File: config.mk
export PLATFORM = sky130hd
export DESIGN_NAME = tdma_arbiter
export DESIGN_NICKNAME = d
export VERILOG_FILES = /design/src/rtl/tdma_pkg.sv /design/src/rtl/slot_timer.sv /design/src/rtl/slot_table.sv /design/src/rtl/grant_gen.sv /design/src/rtl/tdma_arbiter.sv
export SDC_FILE = /design/constraint.sdc
export NUM_CORES = 1
export LEC_CHECK = 0
export BUFFER_PORTS_ARGS = -buffer_cell sky130_fd_sc_hd__buf_2
export CORE_MARGIN = 5
export CORE_UTILIZATION = 61
export CTS_CLUSTER_SIZE = 28
export DETAILED_ROUTE_END_ITERATION = 8
export PLACE_DENSITY = 0.84
export SLEW_MARGIN = 20
export SYNTH_ARGS = -nofsm -noshare
export SYNTH_HDL_FRONTEND = slang
export SYNTH_HIERARCHICAL = 1
export SYNTH_SLANG_ARGS = --single-unit
File: constraint.sdc
create_clock -name clk -period 3.55 [get_ports clk]
set_clock_uncertainty 0.05 [all_clocks]
set_input_delay 0.71 -clock clk [delete_from_list [all_inputs] [get_ports clk]]
set_output_delay 0.71 -clock clk [all_outputs]
set_load 0.01 [all_outputs]
File: src/rtl/tdma_pkg.sv
package tdma_pkg;

    localparam int OWNER_CODE_W = 4;
    localparam logic [OWNER_CODE_W-1:0] NO_OWNER = '1;

    // Position of the slot counter within the current slot
    typedef enum logic [1:0] {
        PH_RUN  = 2'd0,
        PH_HOLD = 2'd1,
        PH_NEXT = 2'd2
    } slot_phase_e;

    // Result of the owner lookup
    typedef struct packed {
        logic                    hit;
        logic [OWNER_CODE_W-1:0] code;
    } owner_t;

    // Default schedule: entries dealt round-robin over the masters
    function automatic int unsigned rr_owner(input int unsigned slot,
                                             input int unsigned masters);
        return slot % masters;
    endfunction

endpackage

File: src/rtl/slot_timer.sv
module slot_timer
    import tdma_pkg::*;
#(
    parameter int SLOT_CYCLES = 64,
    parameter int TABLE_DEPTH = 16,
    localparam int CNT_W = $clog2(SLOT_CYCLES),
    localparam int PTR_W = $clog2(TABLE_DEPTH)
) (
    input  logic             clk,
    input  logic             rst,
    input  logic             bus_ready,
    output logic [PTR_W-1:0] slot_ptr,
    output logic             table_wrap
);

    localparam logic [CNT_W-1:0] CNT_LAST = CNT_W'(SLOT_CYCLES - 1);
    localparam logic [PTR_W-1:0] PTR_LAST = PTR_W'(TABLE_DEPTH - 1);

    logic [CNT_W-1:0] cnt;
    slot_phase_e      phase;

    always_comb begin
        if (cnt != CNT_LAST)  phase = PH_RUN;
        else if (!bus_ready)  phase = PH_HOLD;
        else                  phase = PH_NEXT;
    end

    assign table_wrap = (phase == PH_NEXT) && (slot_ptr == PTR_LAST);

    always_ff @(posedge clk) begin
        if (rst) begin
            cnt      <= '0;
            slot_ptr <= '0;
        end else begin
            case (phase)
                PH_RUN:  cnt <= cnt + CNT_W'(1);
                PH_NEXT: begin
                    cnt      <= '0;
                    slot_ptr <= (slot_ptr == PTR_LAST) ? '0 : slot_ptr + PTR_W'(1);
                end
                default: cnt <= cnt;
            endcase
        end
    end


    cnt_step_chk: assert property (@(posedge clk) disable iff (rst)
        (cnt != CNT_LAST) |=> (cnt == $past(cnt) + CNT_W'(1)));


    ptr_still_chk: assert property (@(posedge clk) disable iff (rst)
        (cnt != CNT_LAST) |=> $stable(slot_ptr));


    stall_hold_chk: assert property (@(posedge clk) disable iff (rst)
        (cnt == CNT_LAST && !bus_ready) |=> ($stable(slot_ptr) && cnt == CNT_LAST));


    wrap_zero_chk: assert property (@(posedge clk) disable iff (rst)
        table_wrap |=> (slot_ptr == '0 && cnt == '0));

endmodule

File: src/rtl/slot_table.sv
module slot_table
    import tdma_pkg::*;
#(
    parameter int TABLE_DEPTH = 16,
    parameter int NUM_MASTERS = 5,
    parameter int IDX_W       = 3,
    localparam int PTR_W = $clog2(TABLE_DEPTH)
) (
    input  logic             clk,
    input  logic             rst,
    input  logic             wr_en,
    input  logic [PTR_W-1:0] wr_addr,
    input  logic [IDX_W-1:0] wr_data,
    input  logic             commit,
    input  logic [PTR_W-1:0] rd_ptr,
    output logic [IDX_W-1:0] rd_entry
);

    logic [TABLE_DEPTH-1:0][IDX_W-1:0] shadow;
    logic [TABLE_DEPTH-1:0][IDX_W-1:0] active;

    always_ff @(posedge clk) begin
        if (rst) begin
            for (int i = 0; i < TABLE_DEPTH; i++) begin
                shadow[i] <= IDX_W'(rr_owner(int'(i), NUM_MASTERS));
                active[i] <= IDX_W'(rr_owner(int'(i), NUM_MASTERS));
            end
        end else begin
            if (commit) active <= shadow;
            if (wr_en)  shadow[wr_addr] <= wr_data;
        end
    end

    assign rd_entry = active[rd_ptr];


    active_frozen_chk: assert property (@(posedge clk) disable iff (rst)
        !commit |=> $stable(active));


    commit_copy_chk: assert property (@(posedge clk) disable iff (rst)
        commit |=> (active == $past(shadow)));

endmodule

File: src/rtl/grant_gen.sv
module grant_gen
    import tdma_pkg::*;
#(
    parameter int NUM_MASTERS = 5,
    parameter int IDX_W       = 3
) (
    input  logic [NUM_MASTERS-1:0] req,
    input  logic [IDX_W-1:0]       entry,
    output logic [NUM_MASTERS-1:0] grant,
    output owner_t                 owner_sel
);

    always_comb begin
        grant          = '0;
        owner_sel.hit  = 1'b0;
        owner_sel.code = NO_OWNER;
        for (int m = 0; m < NUM_MASTERS; m++) begin
            if (entry == IDX_W'(m) && req[m]) begin
                grant[m]       = 1'b1;
                owner_sel.hit  = 1'b1;
                owner_sel.code = OWNER_CODE_W'(m);
            end
        end
    end

endmodule

File: src/rtl/tdma_arbiter.sv
module tdma_arbiter
    import tdma_pkg::*;
#(
    parameter int NUM_MASTERS = 5,
    parameter int SLOT_CYCLES = 64,
    parameter int TABLE_DEPTH = 16,
    parameter int IDX_W       = 3,
    localparam int ADDR_W = $clog2(TABLE_DEPTH)
) (
    input  logic                    clk,
    input  logic                    rst,
    input  logic [NUM_MASTERS-1:0]  req,
    input  logic                    bus_ready,
    input  logic                    cfg_we,
    input  logic [ADDR_W-1:0]       cfg_addr,
    input  logic [IDX_W-1:0]        cfg_data,
    output logic [NUM_MASTERS-1:0]  grant,
    output logic [OWNER_CODE_W-1:0] owner
);

    logic [ADDR_W-1:0] slot_ptr;
    logic              table_wrap;
    logic [IDX_W-1:0]  slot_entry;
    owner_t            owner_sel;

    slot_timer #(
        .SLOT_CYCLES (SLOT_CYCLES),
        .TABLE_DEPTH (TABLE_DEPTH)
    ) u_timer (
        .clk        (clk),
        .rst        (rst),
        .bus_ready  (bus_ready),
        .slot_ptr   (slot_ptr),
        .table_wrap (table_wrap)
    );

    slot_table #(
        .TABLE_DEPTH (TABLE_DEPTH),
        .NUM_MASTERS (NUM_MASTERS),
        .IDX_W       (IDX_W)
    ) u_table (
        .clk      (clk),
        .rst      (rst),
        .wr_en    (cfg_we),
        .wr_addr  (cfg_addr),
        .wr_data  (cfg_data),
        .commit   (table_wrap),
        .rd_ptr   (slot_ptr),
        .rd_entry (slot_entry)
    );

    grant_gen #(
        .NUM_MASTERS (NUM_MASTERS),
        .IDX_W       (IDX_W)
    ) u_grant (
        .req       (req),
        .entry     (slot_entry),
        .grant     (grant),
        .owner_sel (owner_sel)
    );

    assign owner = owner_sel.hit ? owner_sel.code : NO_OWNER;


    single_grant_chk: assert property (@(posedge clk) disable iff (rst)
        $onehot0(grant));


    grant_needs_req_chk: assert property (@(posedge clk) disable iff (rst)
        (grant & ~req) == '0);


    idle_code_chk: assert property (@(posedge clk) disable iff (rst)
        (grant == '0) == (owner == NO_OWNER));


    empty_entry_chk: assert property (@(posedge clk) disable iff (rst)
        (int'(slot_entry) >= NUM_MASTERS) |-> (grant == '0));

endmodule

; ---- Word level (Yosys, flattened, before mapping)
; Cells that the tools add are included.
[totals]
reg_bits = 106
in_bits = 16
[op_classes]
add_sub_neg = 2
n_lt_le_gt_ge = 3
n_eq_ne = 7
mux = 20
reduce_logical = 10
[op_table]
columns = op, count
row1 = bitwise mux 48 bit, 1
row2 = 2-to-1 mux 5 bit, 5
row3 = binary-select mux 3 bit (select 4 bit), 1
row4 = demux 3 bit (select 4 bit), 1
row5 = one-hot mux 6 bit (2 select lines), 1
row6 = "less-than comparator 4 x 5 -> 1 bit, second input constant", 2
row7 = 2-to-1 mux 4 bit, 2
row8 = logical AND 1 bit, 7
row9 = "adder 6 x 1 -> 6 bit, second input constant", 1
row10 = "== test 3 x 2 -> 1 bit, second input constant", 2
row11 = 2-to-1 mux 3 bit, 2
row12 = "!= test 6 bit, second input constant", 1
row13 = 2-to-1 mux 1 bit, 5
row14 = "adder 4 x 1 -> 4 bit, second input constant", 1
row15 = "== test 4 bit, second input constant", 1
row16 = "greater-or-equal comparator 4 x 1 -> 1 bit, second input constant", 1
row17 = 2-to-1 mux 2 bit, 2
row18 = "== test 3 x 1 -> 1 bit, second input constant", 1
row19 = "== test 3 bit, second input constant", 1
row20 = logical NOT 3 bit, 1
row21 = "== test 2 bit, second input constant", 1
row22 = logical NOT 2 bit, 1
row23 = nonzero test 2 bit, 1

; ---- Depth between registers and ports, before layout
; Gate-level depths: netlist of the first run.
[logic_depth]
word_depth = 10
depth_mapped = 9

; ---- Hierarchy
; Netlist of the first run, hierarchy kept.
[by_module_without_submodules]
columns = module, n_inst, cells_per_inst, area_each_um2, seq_area_each_um2
row1 = slot_table, 1, 429, 4068.9, 1921.8
row2 = slot_timer, 1, 59, 524.3, 200.2
row3 = grant_gen, 1, 14, 122.6, 0.0
row4 = tdma_arbiter, 1, 4, 25.0, 0.0

; ---- Worst setup path before layout of the first run
; OpenSTA, ideal clock, no wires.
[synth_timing]
kind = reg2out
startpoint = register u_timer.slot_ptr[0]
endpoint = output port owner[1]
arrival_ns = 2.410
slack_ns = 0.380
path_stages_with_launch = 8
cell_sequence = dfxtp_1 -> buf_6 -> mux4_2 -> a22oi_2 -> nand3_1 -> nor4b_1 -> nor3_1 -> nand2b_1
[synth_lines]
columns = item, line_no
row1 = start: declaration, slot_timer.sv:12  ; output logic [PTR_W-1:0] slot_ptr,
row2 = start signal: assignment, slot_timer.sv:39  ; slot_ptr <= (slot_ptr == PTR_LAST) ? '0 : slot_ptr + PTR_W'(1);
row3 = end: declaration, tdma_arbiter.sv:18  ; output logic [OWNER_CODE_W-1:0] owner

==> results.sh, run 1 <==
export IMPL_status="completed"
export IMPL_clockBufferDepth=2
export IMPL_finalSetupViolations=0
export IMPL_crit_required_ns=2.79
export IMPL_path_delay_family="multiplexers"
export IMPL_gr_usage_met1_pct=30.3
export IMPL_grt_start_max_net_pins=56
export IMPL_cap_violations=0
export IMPL_core_sq_mm=0.00765
export IMPL_cts_made_buffers=9
export IMPL_layout_setup_ws_ns=0.115
export IMPL_synthCells=506
export IMPL_switching_share_pct=24.8
export IMPL_period_minus_slack_ns=3.43
export IMPL_synth_warning_count=6
export IMPL_ys_seq_area_share_pct=44.8
export IMPL_io_pin_count=25
export IMPL_crit_buf_inv=1
export IMPL_synthToLayoutAreaGrowth_pct=6.91
export IMPL_min_period_over_period_pct=96.8
export IMPL_mostFrequentLayoutCell="dfxtp_1"
export IMPL_die_w_microns=98.2
export IMPL_row_count=32
export IMPL_grt_usage_pct=22.8
export IMPL_arrival_ns=2.67
export IMPL_synthArstFlopShare_pct=0
export IMPL_total_power_mw=2.00
export IMPL_hold_buffers=0
export IMPL_internal_power_mw=1.51
export IMPL_routedWlPerCell_microns=18.0
export IMPL_seqPwrFrac_pct=60.2
export IMPL_worstPathCellList="mux4_2 > a22oi_2 > nand3_2 > mux2_4 > a221o_1 > nand2b_1 > buf_2"
export IMPL_slew_headroom_pct=33.9
export IMPL_slowest_delay_ns=0.52
export IMPL_ys_types=55
export IMPL_vias=3898
export IMPL_synth_nets=524
export IMPL_first_iter_violations=360
export IMPL_fin_nets=524
export IMPL_slew_violations=0
export IMPL_grt_ovfl_total=0
export IMPL_pwr_share_clk_pct=34.0
export IMPL_finalHoldViolCount=0
export IMPL_tritoncts="built"
export IMPL_max_freq_ghz=0.291
export IMPL_place_ws_ns=0.142
export IMPL_clock_sinks=106
export IMPL_drt_pass1_iterations=5
export IMPL_routabilityCongestion=0.886
export IMPL_crit_type="flop to output port"
export IMPL_drc=0
export IMPL_hold_ws_ns=0.424
export IMPL_worstMarginPinSlew_ns=0.990
export IMPL_worstSetupEndpointType="output port"
export IMPL_busiest_layer="met2"
export IMPL_avgViaCountPerCell=6.37
export IMPL_netlist_area_sq_mm=0.00474
export IMPL_synth_area_per_cell_sq_um=9.37
export IMPL_path_clk_slew_ns=0.10
export IMPL_grt_pass1_vias=3693
export IMPL_crit_path_max_fanout=10
export IMPL_met3_usage_pct=4.71
export IMPL_wirelength_mm=11.0
export IMPL_p_leak_nw=1.68
export IMPL_crit_slowest_cell="mux4_2"
export IMPL_start_kind="flop"
export IMPL_worst_skew_pair_late_latency_ns=0.37
export IMPL_drtAntennaViolNets=0
export IMPL_h_tree_depth=3
export IMPL_place_hpwl_mm=7.37
export IMPL_hold_path_class="flop to flop"
export IMPL_drive_gt1_share_pct=13.9
export IMPL_die_area_sq_mm=0.00963
export IMPL_grtUsageMet2_pct=37.2
export IMPL_start_util_pct=62.0
export IMPL_ir_drop_v=0.000282
export IMPL_port_buffers=24
export IMPL_antenna_cells=0
export IMPL_synthFlopType="dfxtp_1"
export IMPL_powerDensity_mw_per_mm2=395
export IMPL_antenna_found_initial=0
export IMPL_p_comb_share_pct=5.7
export IMPL_grt_pass1_wl_mm=18.1
export IMPL_synth_edf_count=0
export IMPL_final_cell_mix="dfxtp_1, nand3_1, o21ai_0"
export IMPL_die_h_microns=98.2
export IMPL_root_buffer="clkbuf_8"
export IMPL_ys_seq_elements=106
export IMPL_p_switching_mw=0.497
[cell type report]
cell class                 count  area [sq um]
sequential                   106          2130
multi-input combinational    350          2420
timing repair buffer          31           185
clock buffer                  10           138
fill                         604          2580
tap                          102           128
inverter                       8          30.0
clock inverter                 5          38.8
[metrics by stage]
| stage | util, % | setup TNS [ns] | instance area, sq um | cells |
|---|---|---|---|---|
| 3_3_place_gp | 63.5 | 0 | 4860 | 595 |
| 6_report | 66.3 | 0 | 5070 | 612 |
| 2_1_floorplan | - | 0 | 4740 | 506 |
| 4_1_cts | 65.9 | 0 | 5040 | 610 |
| 5_1_grt | 66.3 | -0.0516 | 5070 | 612 |
| 3_5_place_dp | 63.5 | 0 | 4860 | 595 |
[sequential cells by signal (all words and copies together), names as in the netlist]
signal and cells:
u_table/active 48, u_table/shadow 48, u_timer/cnt 6, u_timer/slot_ptr 4
[cells in the mapped netlist, drive strengths merged (2+ instances only)]
cell type | number | area, sq um
dfxtp | 106 | 2120
nand3 | 77 | 398
o21ai | 51 | 255
mux2i | 48 | 480
a21oi | 40 | 200
nor2 | 37 | 139
clkbuf | 23 | 86.3
nand2 | 22 | 82.6
buf | 19 | 104
mux4 | 12 | 300
inv | 8 | 30.0
nand2b | 5 | 31.3
a22oi | 4 | 35.0
and3 | 4 | 26.3
and4bb | 4 | 50.1
nor2b | 4 | 25.0
nand4b | 3 | 26.3
nor3 | 3 | 15.0
a211oi | 2 | 15.0
a221oi | 2 | 23.8
and3b | 2 | 17.5
and4b | 2 | 20.0
ha | 2 | 25.0
mux2 | 2 | 26.3
nand3b | 2 | 15.0
nand4bb | 2 | 22.5
o31ai | 2 | 15.0
or3 | 2 | 17.5
[power by group through the flow]
stage	Combinational [mW]	Clock [mW]	Sequential, mW
after floorplan	0.0812	0	1.23
after global placement	0.109	0	1.23
after detailed placement	0.112	0	1.24
after CTS	0.112	0.691	1.21
after global routing	0.125	0.742	1.21
final	0.115	0.682	1.21
[kinds of logic after synthesis]
family	synth area share, %
adder cells (fa/ha/maj)	0.528
XOR/XNOR	0.185
multiplexers	17.0
flip-flops	44.8
AO/OA/AOI/OAI	12.4
AND/OR/NAND/NOR	20.5
buffers and inverters	4.64
[worst register-to-register path: stages, from the launching register on]
cell and delay [ns]:
dfxtp_1 0.42, ha_1 0.32, and3_2 0.29, nand2_1 0.12
nor2_4 0.38, buf_12 0.33, mux2i_1 0.28, nand2_1 0.07
[final timing paths]
| check | from | endpoint | slack (ns) | depth (start not counted) |
|---|---|---|---|---|
| min reg2reg | u_table/shadow[14]$_SDFFE_PP1P_ | u_table/active[14]$_SDFFE_PP1P_ | 0.42 | 2 |
| min | u_table/shadow[14]$_SDFFE_PP1P_ | u_table/active[14]$_SDFFE_PP1P_ | 0.42 | 2 |
| max | u_timer/slot_ptr[0]$_SDFFE_PP0N_ | owner[2] | 0.12 | 7 |
| max reg2reg | u_timer/cnt[0]$_SDFFE_PP0P_ | u_table/active[25]$_SDFFE_PP1P_ | 1.14 | 7 |
[repair_timing]
| item | in CTS | in global routing |
|---|---|---|
| setup buffers | 0 | 2 |
| setup endpoints to repair | 5 | 4 |
| gates resized for setup | 3 | 4 |
| pin swaps | 0 | 1 |
[per-layer routing]
layer	vias up	wire, microns	part of all wire, %
li1	1840	-	-
met1	1865	4720	43
met2	175	5380	49
met3	18	744	6.7
met4	0	187	1.7
met5	-	0	0
Power figures use the tool's default switching activity.
==> run 2, diff against run 1 <==
--- a/config.mk
+++ b/config.mk
@@ -5,12 +5,13 @@
 export SDC_FILE = /design/constraint.sdc
 export NUM_CORES = 1
 export LEC_CHECK = 0
+export ABC_AREA = 1
 export BUFFER_PORTS_ARGS = -buffer_cell sky130_fd_sc_hd__buf_2
 export CORE_MARGIN = 5
-export CORE_UTILIZATION = 61
-export CTS_CLUSTER_SIZE = 28
+export CORE_UTILIZATION = 60
 export DETAILED_ROUTE_END_ITERATION = 8
-export PLACE_DENSITY = 0.84
+export GPL_TIMING_DRIVEN = 0
+export PLACE_DENSITY = 0.82
 export SLEW_MARGIN = 20
 export SYNTH_ARGS = -nofsm -noshare
 export SYNTH_HDL_FRONTEND = slang
==> results.sh, run 2 <==
export IMPL_status="completed"
export IMPL_port_buffers=23
export IMPL_first_iter_violations=296
export IMPL_synthFlopType="dfxtp_1"
export IMPL_drt_pass1_iterations=5
export IMPL_drc=0
export IMPL_drtAntennaViolNets=0
export IMPL_worstMarginPinSlew_ns=0.595
export IMPL_drive_gt1_share_pct=13.4
export IMPL_n_fill_cell=665
export IMPL_h_tree_depth=3
export IMPL_crit_type="flop to output port"
export IMPL_synth_edf_count=0
export IMPL_synth_top_area_share_pct=45.7
export IMPL_synthCells=661
export IMPL_netlist_area_sq_mm=0.00464
export IMPL_synth_nets=679
export IMPL_total_power_mw=2.09
export IMPL_grt_start_max_net_pins=20
export IMPL_synthToLayoutAreaGrowth_pct=9.73
export IMPL_clockBufferDepth=2
export IMPL_worst_skew_pair_late_latency_ns=0.37
export IMPL_cts_resized=0
export IMPL_die_h_microns=98.0
export IMPL_netlist_top_cells_area="dfxtp_1, nand2_1, o21ai_0"
export IMPL_start_util_pct=60.7
export IMPL_routabilityCongestion=0.911
export IMPL_tritoncts="built"
export IMPL_place_hpwl_mm=8.60
export IMPL_finalHoldViolCount=0
export IMPL_period_minus_slack_ns=3.22
export IMPL_fin_util_pct=66.6
export IMPL_ys_types=27
export IMPL_start_kind="flop"
export IMPL_seqPwrFrac_pct=58.0
export IMPL_die_area_sq_mm=0.00960
export IMPL_worstSetupEndpointType="output port"
export IMPL_routedWlPerCell_microns=14.3
export IMPL_powerDensity_mw_per_mm2=411
export IMPL_crit_path_max_fanout=10
export IMPL_hold_path_class="flop to flop"
export IMPL_row_count=32
export IMPL_min_period_over_period_pct=90.7
export IMPL_p_leak_nw=2.30
export IMPL_avgViaCountPerCell=5.45
export IMPL_p_comb_share_pct=5.4
export IMPL_synth_warning_count=6
export IMPL_switching_share_pct=24.6
export IMPL_clock_sinks=106
export IMPL_mostFrequentLayoutCell="nand2_1"
export IMPL_max_freq_ghz=0.311
export IMPL_synth_area_per_cell_sq_um=7.02
export IMPL_worst_r2r_cell_count=9
export IMPL_hold_buffers=0
export IMPL_finalSetupViolations=0
export IMPL_vias=4368
export IMPL_tns_ns=0
export IMPL_final_cell_mix="nand2_1, dfxtp_1, o21ai_0"
export IMPL_pwr_share_clk_pct=36.6
export IMPL_multi_input_area_sq_mm=0.00205
export IMPL_crit_required_ns=2.79
export IMPL_ys_seq_area_share_pct=45.7
export IMPL_io_pin_count=25
export IMPL_grt_pass1_wl_mm=19.2
export IMPL_synthArstFlopShare_pct=0
export IMPL_ir_drop_v=0.000319
export IMPL_core_sq_mm=0.00765
export IMPL_synth_area_leader_cell="dfxtp_1"
export IMPL_min_path_cells=2
export IMPL_cap_violations=0
export IMPL_grt_pass1_vias=4059
export IMPL_antenna_cells=0
export IMPL_ys_seq_elements=106
export IMPL_yosysMostFrequentCell="nand2_1"
export IMPL_fin_nets=713
export IMPL_grt_ovfl_total=0
export IMPL_rsz0062_at_grt="no"
export IMPL_reg_largest_list="u_table/active (48), u_table/shadow (48), u_timer/cnt (6)"
export IMPL_post_cts_setup_buffers=0
export IMPL_p_switching_mw=0.515
export IMPL_cts_made_buffers=9
export IMPL_antenna_found_initial=0
export IMPL_die_w_microns=98.0
export IMPL_arrival_ns=2.46
export IMPL_wirelength_mm=11.5
export IMPL_slew_violations=0
export IMPL_ys_top_cells_by_count="nand2_1, dfxtp_1, o21ai_0, inv_1, nor2_1"
export IMPL_internal_power_mw=1.58
export IMPL_regArea_sq_mm=0.00212
export IMPL_grt_usage_pct=24.4
export IMPL_root_buffer="clkbuf_8"
export IMPL_path_clk_slew_ns=0.10
export IMPL_slew_headroom_pct=60.4
==> run 2: cell count changes after synthesis, sizes merged, moves of 7 or more <==
cell    change
nand2     +102
inv        +81
nor2       +52
mux2i      -48
o21ai      +35
a21oi      +14
mux4       -12
clkbuf     -11
nand3       -7
==> run 2: layout make-up <==
cell class | instances | share of cell area [%]
clock inverter | 7 | 1.67
buffer | 30 | 2.68
tap | 102 | 2.50
inverter | 90 | 6.66
timing repair buffer | 23 | 2.26
sequential | 106 | 41.7
clock buffer | 9 | 2.43
multi-input combinational | 435 | 40.2
==> run 2: logic make-up (layout without fill, tap and decap cells) <==
family | Yosys count | after routing | share of synthesized area (%)
flip-flops | 106 | 106 | 45.7
adder cells (fa/ha/maj) | 2 | 2 | 0.539
buffers and inverters | 120 | 159 | 10.2
XOR/XNOR | 1 | 1 | 0.189
AND/OR/NAND/NOR | 291 | 291 | 28.1
AO/OA/AOI/OAI | 141 | 141 | 15.3
==> run 2: path summary, 6_finish.rpt <==
path / slack [ns] / end / start
max reg2reg: 1.23 / u_table/active[13]$_SDFFE_PP0P_ / u_timer/cnt[0]$_SDFFE_PP0P_
min: 0.41 / u_table/active[19]$_SDFFE_PP0P_ / u_table/active[19]$_SDFFE_PP0P_
min reg2reg: 0.41 / u_table/active[19]$_SDFFE_PP0P_ / u_table/active[19]$_SDFFE_PP0P_
max: 0.33 / owner[3] / u_timer/slot_ptr[0]$_SDFFE_PP0N_
==> run 2: power groups by stage <==
stage	clock network [mW]	logic (mW)	registers, mW
after floorplan	0	0.0709	1.24
after global placement	0	0.108	1.24
after detailed placement	0	0.112	1.24
after CTS	0.783	0.112	1.21
after global routing	0.831	0.127	1.22
final	0.766	0.113	1.21
==> run 2: metrics by stage <==
stage / cells / setup slack [ns] / area (sq um) / hold slack [ns]
floorplan: 661 / 1.17 / 4640 / 0.378
global placement: 786 / 0.827 / 4890 / 0.387
detailed placement: 786 / 0.726 / 4890 / 0.396
CTS: 802 / 0.315 / 5090 / 0.412
global route: 802 / 0.0912 / 5090 / 0.422
finish: 802 / 0.330 / 5090 / 0.411
==> run 2: worst max-delay path, cell delays in order (launching register included) <==
cell	delay, ns
dfxtp_1	0.40
inv_2	0.18
buf_2	0.27
nand2_1	0.09
nand3_1	0.10
nand3_1	0.08
nand3_1	0.09
nand2_1	0.11
inv_2	0.08
nand2_2	0.06
nor2_2	0.19
nand3b_1	0.21
nand2_1	0.08
buf_2	0.14
==> run 2: layer usage <==
metal	wire length [microns]	global-route usage (%)	part of all wire, %
met2	5310	39.5	46
met4	260	8.31	2.3
met1	5180	32.6	45
met5	0	0	0
met3	716	5.00	6.2
